<file path="src/rtl/irq_arb_pkg.sv">
`timescale 1ns/1ps
package irq_arb_pkg;
   localparam int STAT_W    = 16;
   localparam int READY_BIT = 15;
   localparam int EN_BIT    = 14;

   typedef struct packed {
      logic ready;
      logic enable;
   } dev_flags_t;

   function automatic logic [STAT_W-1:0] pack_status(input dev_flags_t f);
      logic [STAT_W-1:0] w;
      w            = '0;
      w[READY_BIT] = f.ready;
      w[EN_BIT]    = f.enable;
      return w;
   endfunction
endpackage

</file>
<file path="src/rtl/irq_dev_status.sv">
`timescale 1ns/1ps
module irq_dev_status
   import irq_arb_pkg::*;
#(
   parameter int ADDR_W = 3,
   parameter int IDX    = 0
) (
   input  logic              clk,
   input  logic              rst_n,
   input  logic              wr_strobe,
   input  logic [ADDR_W-1:0] wr_addr,
   input  logic              wr_enable_bit,
   input  logic              hw_set,
   input  logic              hw_clr,
   output dev_flags_t        flags,
   output logic              req
);
   localparam logic [ADDR_W-1:0] MY_ADDR = ADDR_W'(IDX);

   logic hit;
   assign hit = wr_strobe && (wr_addr == MY_ADDR);

   always_ff @(posedge clk) begin
      if (!rst_n) begin
         flags <= '0;
      end else begin
         if (hit)
            flags.enable <= wr_enable_bit;
         if (hw_set)
            flags.ready <= 1'b1;
         else if (hw_clr)
            flags.ready <= 1'b0;
      end
   end

   assign req = flags.ready & flags.enable;

   assert_en_write_R7: assert property (@(posedge clk) disable iff (!rst_n)
      hit |=> flags.enable == $past(wr_enable_bit));
   assert_en_hold_R7: assert property (@(posedge clk) disable iff (!rst_n)
      !hit |=> $stable(flags.enable));
   assert_set_wins_R8: assert property (@(posedge clk) disable iff (!rst_n)
      hw_set |=> flags.ready);
   assert_clear_R8: assert property (@(posedge clk) disable iff (!rst_n)
      (hw_clr && !hw_set) |=> !flags.ready);
   assert_ready_hold_R8: assert property (@(posedge clk) disable iff (!rst_n)
      (!hw_clr && !hw_set) |=> $stable(flags.ready));
endmodule

</file>
<file path="src/rtl/irq_prio_pick.sv">
`timescale 1ns/1ps
module irq_prio_pick #(
   parameter int                         N_DEV    = 4,
   parameter int                         PRIO_W   = 3,
   parameter int                         VEC_W    = 8,
   parameter logic [N_DEV*PRIO_W-1:0]    DEV_PRIO = '0,
   parameter logic [N_DEV*VEC_W-1:0]     DEV_VEC  = '0
) (
   input  logic              clk,
   input  logic              rst_n,
   input  logic [N_DEV-1:0]  req,
   output logic              found,
   output logic [PRIO_W-1:0] win_prio,
   output logic [VEC_W-1:0]  win_vec,
   output logic [N_DEV-1:0]  grant
);
   always_comb begin
      found    = 1'b0;
      win_prio = '0;
      win_vec  = '0;
      grant    = '0;
      // strict compare in ascending order keeps the lowest index on ties
      for (int i = 0; i < N_DEV; i++) begin
         if (req[i] && (!found || DEV_PRIO[i*PRIO_W +: PRIO_W] > win_prio)) begin
            found    = 1'b1;
            win_prio = DEV_PRIO[i*PRIO_W +: PRIO_W];
            win_vec  = DEV_VEC[i*VEC_W +: VEC_W];
            grant    = '0;
            grant[i] = 1'b1;
         end
      end
   end

   assert_grant_onehot_R4: assert property (@(posedge clk) disable iff (!rst_n)
      $onehot0(grant));
   assert_grant_is_req_R2: assert property (@(posedge clk) disable iff (!rst_n)
      (grant & ~req) == '0);
   assert_found_any_R3: assert property (@(posedge clk) disable iff (!rst_n)
      (req != '0) |-> $countones(grant) == 1);
endmodule

</file>
<file path="src/rtl/irq_level_gate.sv">
`timescale 1ns/1ps
module irq_level_gate #(
   parameter int PRIO_W = 3,
   parameter int VEC_W  = 8
) (
   input  logic              found,
   input  logic [PRIO_W-1:0] win_prio,
   input  logic [VEC_W-1:0]  win_vec,
   input  logic [PRIO_W-1:0] cur_level,
   output logic              irq,
   output logic [VEC_W-1:0]  irq_vec,
   output logic [PRIO_W-1:0] irq_prio
);
   always_comb begin
      irq      = found && (win_prio > cur_level);
      irq_vec  = irq ? win_vec  : '0;
      irq_prio = irq ? win_prio : '0;
   end
endmodule

</file>
<file path="src/rtl/irq_prio_arbiter.sv">
`timescale 1ns/1ps
module irq_prio_arbiter
   import irq_arb_pkg::*;
#(
   parameter int                       N_DEV    = 4,
   parameter int                       ADDR_W   = 3,
   parameter int                       PRIO_W   = 3,
   parameter int                       VEC_W    = 8,
   parameter logic [N_DEV*PRIO_W-1:0]  DEV_PRIO = {3'd7, 3'd5, 3'd5, 3'd2},
   parameter logic [N_DEV*VEC_W-1:0]   DEV_VEC  = {8'hA0, 8'h90, 8'h81, 8'h80}
) (
   input  logic              clk,
   input  logic              rst_n,
   input  logic [N_DEV-1:0]  ready_set,
   input  logic [N_DEV-1:0]  ready_clr,
   input  logic              reg_wr,
   input  logic [ADDR_W-1:0] reg_addr,
   input  logic [15:0]       reg_wdata,
   output logic [15:0]       reg_rdata,
   input  logic [PRIO_W-1:0] cur_level,
   output logic              irq,
   output logic [VEC_W-1:0]  irq_vec,
   output logic [PRIO_W-1:0] irq_prio
);
   localparam int ADDR_SPAN = 1 << ADDR_W;

   generate
      if (ADDR_SPAN < N_DEV) begin : g_bad_addr
         $error("ADDR_W too narrow for N_DEV");
      end
      if (N_DEV < 1 || PRIO_W < 1 || VEC_W < 1) begin : g_bad_size
         $error("N_DEV, PRIO_W and VEC_W must be positive");
      end
      if (STAT_W != 16) begin : g_bad_stat
         $error("status word must be 16 bits");
      end
   endgenerate

   dev_flags_t             flags [N_DEV];
   logic [N_DEV-1:0]       req;
   logic                   found;
   logic [PRIO_W-1:0]      win_prio;
   logic [VEC_W-1:0]       win_vec;
   logic [N_DEV-1:0]       grant;

   generate
      for (genvar d = 0; d < N_DEV; d++) begin : g_dev
         irq_dev_status #(
            .ADDR_W (ADDR_W),
            .IDX    (d)
         ) u_stat (
            .clk           (clk),
            .rst_n         (rst_n),
            .wr_strobe     (reg_wr),
            .wr_addr       (reg_addr),
            .wr_enable_bit (reg_wdata[EN_BIT]),
            .hw_set        (ready_set[d]),
            .hw_clr        (ready_clr[d]),
            .flags         (flags[d]),
            .req           (req[d])
         );
      end
   endgenerate

   irq_prio_pick #(
      .N_DEV    (N_DEV),
      .PRIO_W   (PRIO_W),
      .VEC_W    (VEC_W),
      .DEV_PRIO (DEV_PRIO),
      .DEV_VEC  (DEV_VEC)
   ) u_pick (
      .clk      (clk),
      .rst_n    (rst_n),
      .req      (req),
      .found    (found),
      .win_prio (win_prio),
      .win_vec  (win_vec),
      .grant    (grant)
   );

   irq_level_gate #(
      .PRIO_W (PRIO_W),
      .VEC_W  (VEC_W)
   ) u_gate (
      .found     (found),
      .win_prio  (win_prio),
      .win_vec   (win_vec),
      .cur_level (cur_level),
      .irq       (irq),
      .irq_vec   (irq_vec),
      .irq_prio  (irq_prio)
   );

   always_comb begin
      reg_rdata = '0;
      for (int i = 0; i < N_DEV; i++) begin
         if (reg_addr == ADDR_W'(i))
            reg_rdata = pack_status(flags[i]);
      end
   end

   assert_idle_zero_R6: assert property (@(posedge clk) disable iff (!rst_n)
      !irq |-> (irq_vec == '0 && irq_prio == '0));
   assert_above_level_R5: assert property (@(posedge clk) disable iff (!rst_n)
      irq |-> irq_prio > cur_level);
   assert_irq_needs_req_R2: assert property (@(posedge clk) disable iff (!rst_n)
      irq |-> req != '0);
   assert_rdata_spare_zero_R9: assert property (@(posedge clk) disable iff (!rst_n)
      reg_rdata[13:0] == '0);
   assert_reset_clear_R1: assert property (@(posedge clk)
      !rst_n |=> (req == '0 && !irq));
endmodule

</file>
<file path="config.mk">
export PLATFORM = sky130hd
export DESIGN_NAME = irq_prio_arbiter
export DESIGN_NICKNAME = d
export VERILOG_FILES = /design/src/rtl/irq_arb_pkg.sv /design/src/rtl/irq_dev_status.sv /design/src/rtl/irq_prio_pick.sv /design/src/rtl/irq_level_gate.sv /design/src/rtl/irq_prio_arbiter.sv
export SDC_FILE = /design/constraint.sdc
export NUM_CORES = 1
export LEC_CHECK = 0
export ABC_AREA = 1
export BUFFER_PORTS_ARGS = -buffer_cell sky130_fd_sc_hd__buf_2
export CORE_UTILIZATION = 37
export CTS_CLUSTER_DIAMETER = 60
export DETAILED_ROUTE_END_ITERATION = 7
export PLACE_DENSITY_LB_ADDON = 0.3
export SLEW_MARGIN = 20
export SYNTH_ARGS = -nofsm -noshare
export SYNTH_HDL_FRONTEND = slang
export SYNTH_SLANG_ARGS = --single-unit
</file>
<file path="constraint.sdc">
create_clock -name clk -period 1.75 [get_ports clk]
set_input_delay 0 -clock clk [delete_from_list [all_inputs] [get_ports clk]]
set_output_delay 0 -clock clk [all_outputs]
set_load 0.01 [all_outputs]
</file>
# Word level (Yosys, flattened, before mapping)
# Cells that the tools add are included.
# totals
input_bits	33
elab_cells	64
out_inout_bits	28
reg_bits	8
# op_classes
magnitude_cmp	4
n_eq_ne	3
muxes	26
bitwise	4
reduce_logical	19
# op_table
op	count
$mux W16	4
$mux W8	5
$mux W1	12
$mux W3	4
$logic_and A1 B1 Y1	8
$reduce_bool A2 Y1	4
$eq A3 B2 Y1 const B	2
$gt A3 B3 Y1 const A	2
$and A1 B1 Y1	4
$eq A3 B1 Y1 const B	1
$gt A3 B2 Y1 const A	1
$gt A3 B3 Y1	1
$logic_not A1 Y1	3
$logic_not A3 Y1	1
$logic_or A1 B1 Y1	3
$mux W2	1

# Depth between registers and ports, before layout
# Gate-level depths: netlist of the first run.
# logic_depth
depth_word	17
ltp_mapped	9
mapped_depth_nobuf	8

# Modules after synthesis
# From an unflattened synthesis of the first run, not the netlist that was laid out.
# hier_totals
cells_unflattened	152
hier_area_um2	890.9
# by_module_without_submodules
module	seq_area_each_um2	area_per_inst_um2	n_inst	cells_each
irq_dev_status (g_dev[1].u_stat ...)	40.0	97.6	2	15
irq_prio_arbiter	0.0	181.4	1	29
irq_level_gate	0.0	178.9	1	37
irq_prio_pick	0.0	133.9	1	25
irq_dev_status (g_dev[3].u_stat)	40.0	101.3	1	16
irq_dev_status (g_dev[0].u_stat)	40.0	100.1	1	15

# Worst setup path before layout of the first run
# OpenSTA, ideal clock, no wires.
# synth_timing
path_kind	register -> output
start	register g_dev[3].u_stat.flags[0] (netlist name)
end	output irq_prio[2]
arrival_ns	1.435
path_slack_ns	0.315
required_ns	1.750
n_path_buf	1
stages_incl_launch_ff	9
cell_sequence	dfxtp_1 nand2_1 nand3_1 ha_1 nand3b_1 nand2_1 nand2_1 nor2_1 buf_4
# synth_between
elab_chain_cells	6
elab_cells_between_ends	7
classes_between	order compare: 1; mux: 3; bitwise: 1; reduce/logical: 2
# synth_lines
item	line_no	rtl
$and A1 B1 Y1 (*)	irq_dev_status.sv:36	assign req = flags.ready & flags.enable;
$logic_and A1 B1 Y1 (*)	irq_prio_pick.sv:24	if (req[i] && (!found || DEV_PRIO[i*PRIO_W +: PRIO_W] > win_prio)) begin
$mux W3	irq_prio_pick.sv:24	
$gt A3 B3 Y1	irq_level_gate.sv:15	irq = found && (win_prio > cur_level);
$logic_and A1 B1 Y1	irq_level_gate.sv:15	
$mux W3 (*)	irq_level_gate.sv:17	irq_prio = irq ? win_prio : '0;
to (decl)	irq_prio_arbiter.sv:23	output logic [PRIO_W-1:0] irq_prio
# Every way passes the cells marked *; elsewhere a longest branch is shown, timed or not.

# Worst setup path in the final report of the first run
# layout_timing
start	register g_dev[2].u_stat.flags[1] (netlist name)
end	output irq_prio[0]
# layout_between
elab_chain_cells	10
elab_cells_between_ends	13
classes_between	order compare: 2; mux: 5; bitwise: 1; reduce/logical: 5
# layout_lines
item	line_no
$and A1 B1 Y1 (*)	irq_dev_status.sv:36
$logic_and A1 B1 Y1 (*)	irq_prio_pick.sv:24
$mux W3 / $mux W1 (equally long branches)	irq_prio_pick.sv:24
$gt A3 B3 Y1 / $logic_not A1 Y1 (equally long branches)	irq_prio_pick.sv:24
$logic_or A1 B1 Y1	irq_prio_pick.sv:24
$logic_and A1 B1 Y1	irq_prio_pick.sv:24
$mux W3	irq_prio_pick.sv:24
$gt A3 B3 Y1	irq_level_gate.sv:15
$logic_and A1 B1 Y1	irq_level_gate.sv:15
$mux W3 (*)	irq_level_gate.sv:17
# Marks and branches as above.

==> impl_metrics.tcl, run 1 <==
set metrics [dict create \
    nets 183 \
    wl_met3_um 92 \
    drive_gt1_frac 0.4000 \
    diodes 0 \
    vias_per_cell 4.300 \
    root_buffer "clkbuf_4" \
    path_cells "nand2_2, nand2_2, o21ai_2, ha_1, nand3b_1, nand2_2, nand2_2, nor2_2, buf_2" \
    numCtsBuffers 3 \
    drt-met1-wl_um 581 \
    ios 61 \
    fin_tns_setup_ps 0 \
    clock_sinks 8 \
    avgSynthCellArea_um2 6.290 \
    cts_buffer_depth 2 \
    placed_area_um2 785.8 \
    maxSlewViolCount 0 \
    crit_path_max_fanout 4 \
    place_hpwl_um 1142 \
    dp_slack_ps 247.0 \
    max_stage_delay_ps 360 \
    grt_pass1_wl_um 2208 \
    arrival_ps 1650 \
    reg_top3 "g_dev.u_stat.flags x8" \
    largest_reg_flops 8 \
    synth_top_area_cell "dfxtp_1" \
    crit_required_ps 1750 \
    crit_slowest_cell "dfxtp_4" \
    grt_max_degree 7 \
    yosys_warnings 0 \
    worst_slack_ps 104.7 \
    grt_usage 0.1450 \
    place_congestion 0.7820 \
    tritoncts "done" \
    peakVddDrop_v 0.0004055 \
    largest_register "g_dev.u_stat.flags" \
    ant_nets 0 \
    die_x_um 45.44 \
    synthFlopType "dfxtp_1" \
    ys_ff_latch 8 \
    stdcell_area_um2 967.2 \
    crit_path_end_kind "output port" \
    async_flop_share 0 \
    hp-class "in2reg" \
    start_util 0.4000 \
    port_buffers 27 \
    drc 0 \
    leakage_nw 0.5509 \
    drv_cap 0 \
    final.period_utilization 0.9401 \
    first_pass_iters 4 \
    period_minus_slack_ps 1645 \
    skew_ps 0 \
    wire_per_inst_um 8.506 \
    synth_seq_area_share 0.2294 \
    cts.htree.levels 1 \
    grt_pass1_vias 586 \
    grt-ovfl-total 0 \
    synth_edf_count 0 \
    num_vias 731 \
    synthCells 111 \
    status "finished, final reports clean" \
    max_freq_mhz 607.8 \
    antenna_found_initial 0 \
    finalNonFillerCells 170 \
    clk_latency_ps 240 \
    syn_area_um2 698.2 \
    yosys-top-cells-count "nand2_1, buf_4, nor2_1, inv_1, dfxtp_1" \
    synth_cell_types 18 \
    setup_viol 0 \
    worst_path_most_repeated_cell "nand2_2" \
    core_um2 1745 \
    crit_type "reg2out" \
    placed_cells 161 \
    drt_iter0_drc 12 \
    route.final.wire_length_um 1446 \
    rows 15 \
    netlist.area_leader.share 0.2294 \
    yosysMostFrequentCell "nand2_1" \
    rsz0062_at_grt "true" \
    final_hold_viol_count 0 \
    areaGrowthSynthToFinish_pct 38.53 \
    power_density_nw_per_um2 466.5 \
    critPathLaunchType "flop" \
    routed-wl-met2_um 771 \
    dieArea_um2 2065 \
    die_h_um 45.44 \
    path_clk_slew_ps 50 \
    synth.area.top_cells "dfxtp_1, buf_4, nand2_1, nor2_1, inv_1" \
    top_layer_used "met3" \
]
-- area by class of cell --
cell class / count / area (um2)
Fill cell: 187 / 778.2
Multi-Input combinational cell: 86 / 479.2
Tap cell: 25 / 31.28
Clock buffer: 3 / 22.52
Sequential cell: 8 / 181.4
Inverter: 15 / 56.30
Timing Repair Buffer: 33 / 196.4
-- worst paths after layout --
| path | from | cells past startpoint | to | slack [ps] |
|---|---|---|---|---|
| max reg2reg | g_dev[2].u_stat.flags[0] | 5 | g_dev[2].u_stat.flags[0] | 1020 |
| min | rst_n | 3 | g_dev[2].u_stat.flags[0] | 10 |
| max | g_dev[2].u_stat.flags[1] | 9 | irq_prio[0] | 100 |
| min reg2reg | g_dev[0].u_stat.flags[1] | 2 | g_dev[0].u_stat.flags[1] | 500 |
-- repair_timing --
action	4_1_cts	5_1_grt
endpoints found under the hold margin	4	0
setup endpoints to repair	4	8
resized for setup	4	27
buffers inserted	0	2
pin swaps	0	10
hold buffers	4	0
cloned	0	0
-- critical path: cells and delay by family, from the launching register on --
kind,cells,cell delay [ps]
buffers and inverters,1,130
AO/OA/AOI/OAI,1,50
adder cells (fa/ha/maj),1,310
AND/OR/NAND/NOR,6,560
flip-flops,1,360
-- layer usage --
metal  global-route usage  vias up
met3              0.02381        0
met2               0.2571       31
li1                     -      382
met5                    0        -
met4              0.05455        0
met1               0.1723      318
-- cell usage in the layout, fill, tap and decap left out, types with 3 or more instances in the layout --
master,instances
buf_2,26
conb_1,18
nand2_1,16
inv_1,15
nor2_1,13
nand2_2,6
a21oi_1,6
dfxtp_4,5
nor2_2,4
nand4_1,4
dlygate4sd3_1,4
clkbuf_4,3
-- where the power goes --
group,internal (mW),total [mW],switching (mW)
sequential,0.189,0.201,0.0112
clock,0.0779,0.132,0.0537
combinational,0.0486,0.119,0.0704
-- per-stage QoR --
stage / power, mW / utilization / hold slack, ps
6_report: 0.4511 / 0.5541 / 11.98
5_1_grt: 0.4905 / 0.5541 / 13.48
4_1_cts: 0.4453 / 0.4896 / 10.03
2_1_floorplan: 0.2931 / - / 117.4
3_5_place_dp: 0.3004 / 0.4502 / 212.0
3_3_place_gp: 0.2975 / 0.4502 / 202.5
-- logic make-up (layout without fill, tap and decap cells) --
family | count (synthesis) | count (layout) | synth area share
and+or+nand+nor | 56 | 56 | 0.3620
AOI/OAI and AO/OA | 9 | 9 | 0.06451
buffers and inverters | 34 | 51 | 0.2849
DFF | 8 | 8 | 0.2294
other | 1 | 18 | 0.005371
adders and majority gates | 3 | 3 | 0.05377
No activity file was read; power rests on OpenSTA's default activity.
==> inputs of run 2 (changes only) <==
--- a/config.mk
+++ b/config.mk
@@ -10,7 +10,7 @@
 export CORE_UTILIZATION = 37
 export CTS_CLUSTER_DIAMETER = 60
 export DETAILED_ROUTE_END_ITERATION = 7
-export PLACE_DENSITY_LB_ADDON = 0.3
+export PLACE_DENSITY = 0.79
 export SLEW_MARGIN = 20
 export SYNTH_ARGS = -nofsm -noshare
 export SYNTH_HDL_FRONTEND = slang
==> impl_metrics.tcl, run 2 (synthesis results as in run 1) <==
set metrics [dict create \
    worst-r2r-cell-count 5 \
    drive_gt1_frac 0.3586 \
    drt-met1-wl_um 604 \
    core_um2 1745 \
    dp_slack_ps 268.5 \
    status "finished, final reports clean" \
    period_minus_slack_ps 1683 \
    rsz0062_at_grt "true" \
    crit_required_ps 1750 \
    clk_latency_ps 260 \
    worst-path-stages 9 \
    ios 61 \
    skew_ps 0 \
    final_cell_mix "buf_2, conb_1, nor2_1, nand2_1, inv_1" \
    holdPathEnd "g_dev[3].u_stat.flags[0]" \
    max_stage_delay_ps 380 \
    place_congestion 0.8110 \
    largest_register "g_dev.u_stat.flags" \
    antenna_found_initial 0 \
    die_x_um 45.44 \
    drv_cap 0 \
    arrival_ps 1680 \
    port_buffers 27 \
    crit_type "reg2out" \
    maxSlewViolCount 0 \
    route.final.wire_length_um 1503 \
    top_layer_used "met3" \
    place_hpwl_um 1109 \
    crit_family "simple AND/OR/NAND/NOR gates" \
    power.share.switching 0.3142 \
    routed-wl-met2_um 832 \
    grt_pass1_wl_um 2214 \
    rows 15 \
    reg_top3 "g_dev.u_stat.flags x8" \
    grt_usage 0.1507 \
    setup_viol 0 \
    grt-ovfl-total 0 \
    diodes 0 \
    totalPowerFinal_mw 0.4630 \
    power_frac_clock 0.312 \
    power_frac_seq 0.438 \
    fin_tns_setup_ps 0 \
    finalNonFillerCells 170 \
    cts_buffer_depth 2 \
    path_cells "nand2_4, nand2_2, o21ai_2, ha_1, nand3b_1, nand2_2, nand3_2, nor2_1, buf_2" \
    cts.htree.levels 1 \
    root_buffer "clkbuf_4" \
    tritoncts "done" \
    p_int_mw 0.3175 \
    vias_per_cell 4.294 \
    largest_reg_flops 8 \
    layout_commonest_cell "buf_2" \
    nFillCells 181 \
    worst-path-buf-inv 1 \
    dieArea_um2 2065 \
    grt_max_degree 7 \
    max_freq_mhz 594.1 \
    crit_path_max_fanout 4 \
    worst_slack_ps 66.76 \
    leakage_nw 0.5486 \
    die_h_um 45.44 \
    wire_per_inst_um 8.841 \
    critPathLaunchType "flop" \
    r2r-end "g_dev[2].u_stat.flags[0]" \
    r2r_start "g_dev[2].u_stat.flags[0]" \
    placed_area_um2 785.8 \
    final.period_utilization 0.9619 \
    crit_path_end_kind "output port" \
    areaGrowthSynthToFinish_pct 34.05 \
    drt_iter0_drc 8 \
    crit_slowest_cell "dfxtp_4" \
    grt_pass1_vias 567 \
    peakVddDrop_v 0.0003655 \
    wl_met3_um 65 \
    worst_path_most_repeated_cell "nand2_2" \
    share_comb_of_total_power 0.249 \
    multi_input_area_um2 459.2 \
    hp-class "in2reg" \
    reg2reg_slack_ps 1010 \
    numCtsBuffers 3 \
    hold_path_depth 3 \
    drc 0 \
    first_pass_iters 3 \
    ant_nets 0 \
    final_hold_viol_count 0 \
    hold_start "reg_wdata[14]" \
    placed_cells 161 \
    regArea_um2 173.9 \
    start_util 0.4000 \
    p_sw_mw 0.1455 \
    num_vias 730 \
    path_clk_slew_ps 60 \
    nets 183 \
    stdcell_area_um2 935.9 \
    power_density_nw_per_um2 494.7 \
    clock_sinks 8 \
]
-- run 2: area by class of cell --
| class | instances | area share |
|---|---|---|
| Multi-Input combinational cell | 86 | 0.4906 |
| Timing Repair Buffer | 33 | 0.2059 |
| Sequential cell | 8 | 0.1858 |
| Inverter | 15 | 0.06016 |
| Tap cell | 25 | 0.03342 |
| Clock buffer | 3 | 0.02406 |
-- run 2: what timing repair did --
item / 4_1_cts / 5_1_grt
hold buffers: 5 / 0
buffers inserted: 0 / 1
setup endpoints to repair: 4 / 8
endpoints found under the hold margin: 5 / 0
gates resized for setup: 2 / 19
pin swaps: 0 / 2
-- run 2: tightest hold or removal path, delay by kind of cell --
kind,cells,cell delay (ps)
buffers and inverters,1,110
AND/OR/NAND/NOR,2,130
-- run 2: worst max path at each step --
stage	from	endpoint
global route	g_dev[1].u_stat.flags[1]	irq_vec[5]
floorplan	g_dev[3].u_stat.flags[0]	irq_prio[2]
CTS	g_dev[2].u_stat.flags[0]	irq_vec[5]
finish	g_dev[1].u_stat.flags[0]	irq_vec[5]
detailed placement	g_dev[3].u_stat.flags[0]	irq_vec[5]
global placement	g_dev[3].u_stat.flags[0]	irq_vec[0]
-- run 2: routing by layer --
layer,track usage,vias to the layer above
met1,0.1772,325
met3,0.01190,0
met4,0.07273,0
met2,0.2714,26
met5,0,-
li1,-,379
-- run 2: through the flow --
step                      hold slack [ps]    util
after floorplan                     117.4       -
after global placement              201.2  0.4502
after detailed placement            215.5  0.4502
after CTS                           12.70  0.4939
after global routing                34.83  0.5362
final                               17.36  0.5362
-- run 2: power groups by stage --
stage               clock network [mW]  logic [mW]  registers (mW)
finish                           0.145       0.115           0.203
global route                     0.159       0.133           0.205
CTS                              0.152       0.105           0.201
detailed placement                   0      0.0956           0.204
global placement                     0      0.0925           0.204
floorplan                            0      0.0912           0.202
==> inputs of run 3 (changes only) <==
==> constraint.sdc (replaced) <==
create_clock -name clk -period 1.6 [get_ports clk]
set_input_delay 0 -clock clk [delete_from_list [all_inputs] [get_ports clk]]
set_output_delay 0 -clock clk [all_outputs]
set_load 0.01 [all_outputs]
==> impl_metrics.tcl, run 3 (synthesis results as in run 1) <==
set metrics [dict create \
    worst_slack_ps -4.036 \
    drv_cap 0 \
    crit_slowest_cell "dfxtp_2" \
    p_sw_mw 0.1648 \
    r2r-end "g_dev[1].u_stat.flags[0]" \
    crit_required_ps 1600 \
    first_pass_iters 4 \
    crit_path_end_kind "output port" \
    maxSlewViolCount 0 \
    crit_type "reg2out" \
    critPathLaunchType "flop" \
    dieArea_um2 2065 \
    power_density_nw_per_um2 498.6 \
    num_vias 782 \
    rows 15 \
    crit_path_max_fanout 3 \
    final.period_utilization 1.003 \
    port_buffers 27 \
    r2r_start "g_dev[1].u_stat.flags[0]" \
    skew_ps 0 \
    grt-ovfl-total 0 \
    final_cell_mix "buf_2, conb_1, nor2_1, nand2_1, inv_1" \
    wire_per_inst_um 9.581 \
    die_x_um 45.44 \
    reg_top3 "g_dev.u_stat.flags x8" \
    fin_util 0.6072 \
    p_int_mw 0.3636 \
    diodes 0 \
    numCtsBuffers 3 \
    share_comb_of_total_power 0.289 \
    path_cells "nand2_4, nand2_4, o21ai_4, ha_4, nand3b_1, nand2_2, nand2_2, nor2b_1, buf_2" \
    largest_register "g_dev.u_stat.flags" \
    status "complete, but fails checks" \
    period_minus_slack_ps 1604 \
    rsz0062_at_grt "true" \
    grt_max_degree 6 \
    power_frac_seq 0.422 \
    hold_path_depth 3 \
    power.share.switching 0.3118 \
    reg2reg_slack_ps 760 \
    crit_family "simple AND/OR/NAND/NOR gates" \
    arrival_ps 1600 \
    cts.htree.levels 1 \
    totalPowerFinal_mw 0.5284 \
    violations "setup timing" \
    hold_start "reg_wdata[14]" \
    vias_per_cell 4.369 \
    clk_latency_ps 250 \
    place_congestion 0.8061 \
    crit_start "g_dev[1].u_stat.flags[0]" \
    final_hold_viol_count 0 \
    largest_reg_flops 8 \
    hp-class "in2reg" \
    tritoncts "done" \
    nets 192 \
    drc 0 \
    drive_gt1_frac 0.4481 \
    grt_usage 0.1700 \
    max_freq_mhz 623.4 \
    drt_iter0_drc 16 \
    root_buffer "clkbuf_4" \
    antenna_found_initial 0 \
    path_clk_slew_ps 60 \
    peakVddDrop_v 0.0003963 \
    grt_pass1_vias 672 \
    start_util 0.4000 \
    layout_commonest_cell "buf_2" \
    leakage_nw 0.6024 \
    grt_pass1_wl_um 2532 \
    core_um2 1745 \
    ant_nets 0 \
    worst-r2r-cell-count 3 \
    setup_viol 1 \
    holdPathEnd "g_dev[3].u_stat.flags[0]" \
    power_frac_clock 0.290 \
    cts_buffer_depth 2 \
    die_h_um 45.44 \
    ios 61 \
    clock_sinks 8 \
    max_stage_delay_ps 350 \
    place_hpwl_um 1141 \
    route.final.wire_length_um 1715 \
    worst-path-buf-inv 1 \
    worst-path-stages 9 \
    areaGrowthSynthToFinish_pct 51.79 \
]
-- run 3: cell count changes in the layout (fill, tap and decap cells not counted), sizes merged --
| cell | delta |
|---|---|
| buf | +9 |
-- run 3: stage by stage --
stage               setup TNS [ps]  hold WS (ps)  setup slack, ps  cells  instance area, um2
floorplan                        0         117.4            165.5    128               762.0
global placement                 0         203.1            168.6    163               800.8
detailed placement               0         209.8            131.8    163               800.8
CTS                         -17.16         23.25           -17.16    178               978.4
global route                -762.8         43.29           -144.6    179                1060
finish                      -4.036         34.41           -4.036    179                1060
-- run 3: area by class of cell --
| cell class | instances | area (um2) |
|---|---|---|
| multi-input cells | 86 | 506.7 |
| repair buffers | 42 | 272.8 |
| well taps | 25 | 31.28 |
| flip-flops and latches | 8 | 170.2 |
| clock buffers | 3 | 22.52 |
| fillers | 163 | 685.7 |
| inverters | 15 | 56.30 |
-- run 3: worst max path at each step --
stage	endpoint	slack, ps
finish	irq_prio[1]	-4
global route	irq_prio[1]	-140
CTS	irq_vec[0]	-20
detailed placement	irq_vec[0]	130
global placement	irq_vec[5]	170
floorplan	irq_prio[2]	170
-- run 3: repair_timing --
action | 4_1_cts | 5_1_grt
gates resized for setup | 17 | 16
setup endpoints to repair | 8 | 8
setup buffers | 7 | 1
endpoints found under the hold margin | 5 | 0
pin swaps | 9 | 10
hold buffers | 5 | 0
-- run 3: power by group through the flow --
stage	Combinational (mW)	Sequential (mW)	Clock, mW
2_1_floorplan	0.0998	0.221	0
3_3_place_gp	0.103	0.223	0
3_5_place_dp	0.107	0.223	0
4_1_cts	0.139	0.219	0.158
5_1_grt	0.171	0.223	0.173
6_report	0.153	0.223	0.153
-- run 3: worst min-delay path, cell delays in order --
cell and delay, ps:
buf_2 120, nor2_1 50, nor2_1 80
-- run 3: routing by layer --
metal	up-vias	part of all wire	GRT usage
li1	397	-	-
met1	344	0.37	0.1732
met2	38	0.57	0.3286
met3	3	0.049	0.01587
met4	0	0.011	0.09697
met5	-	0	0
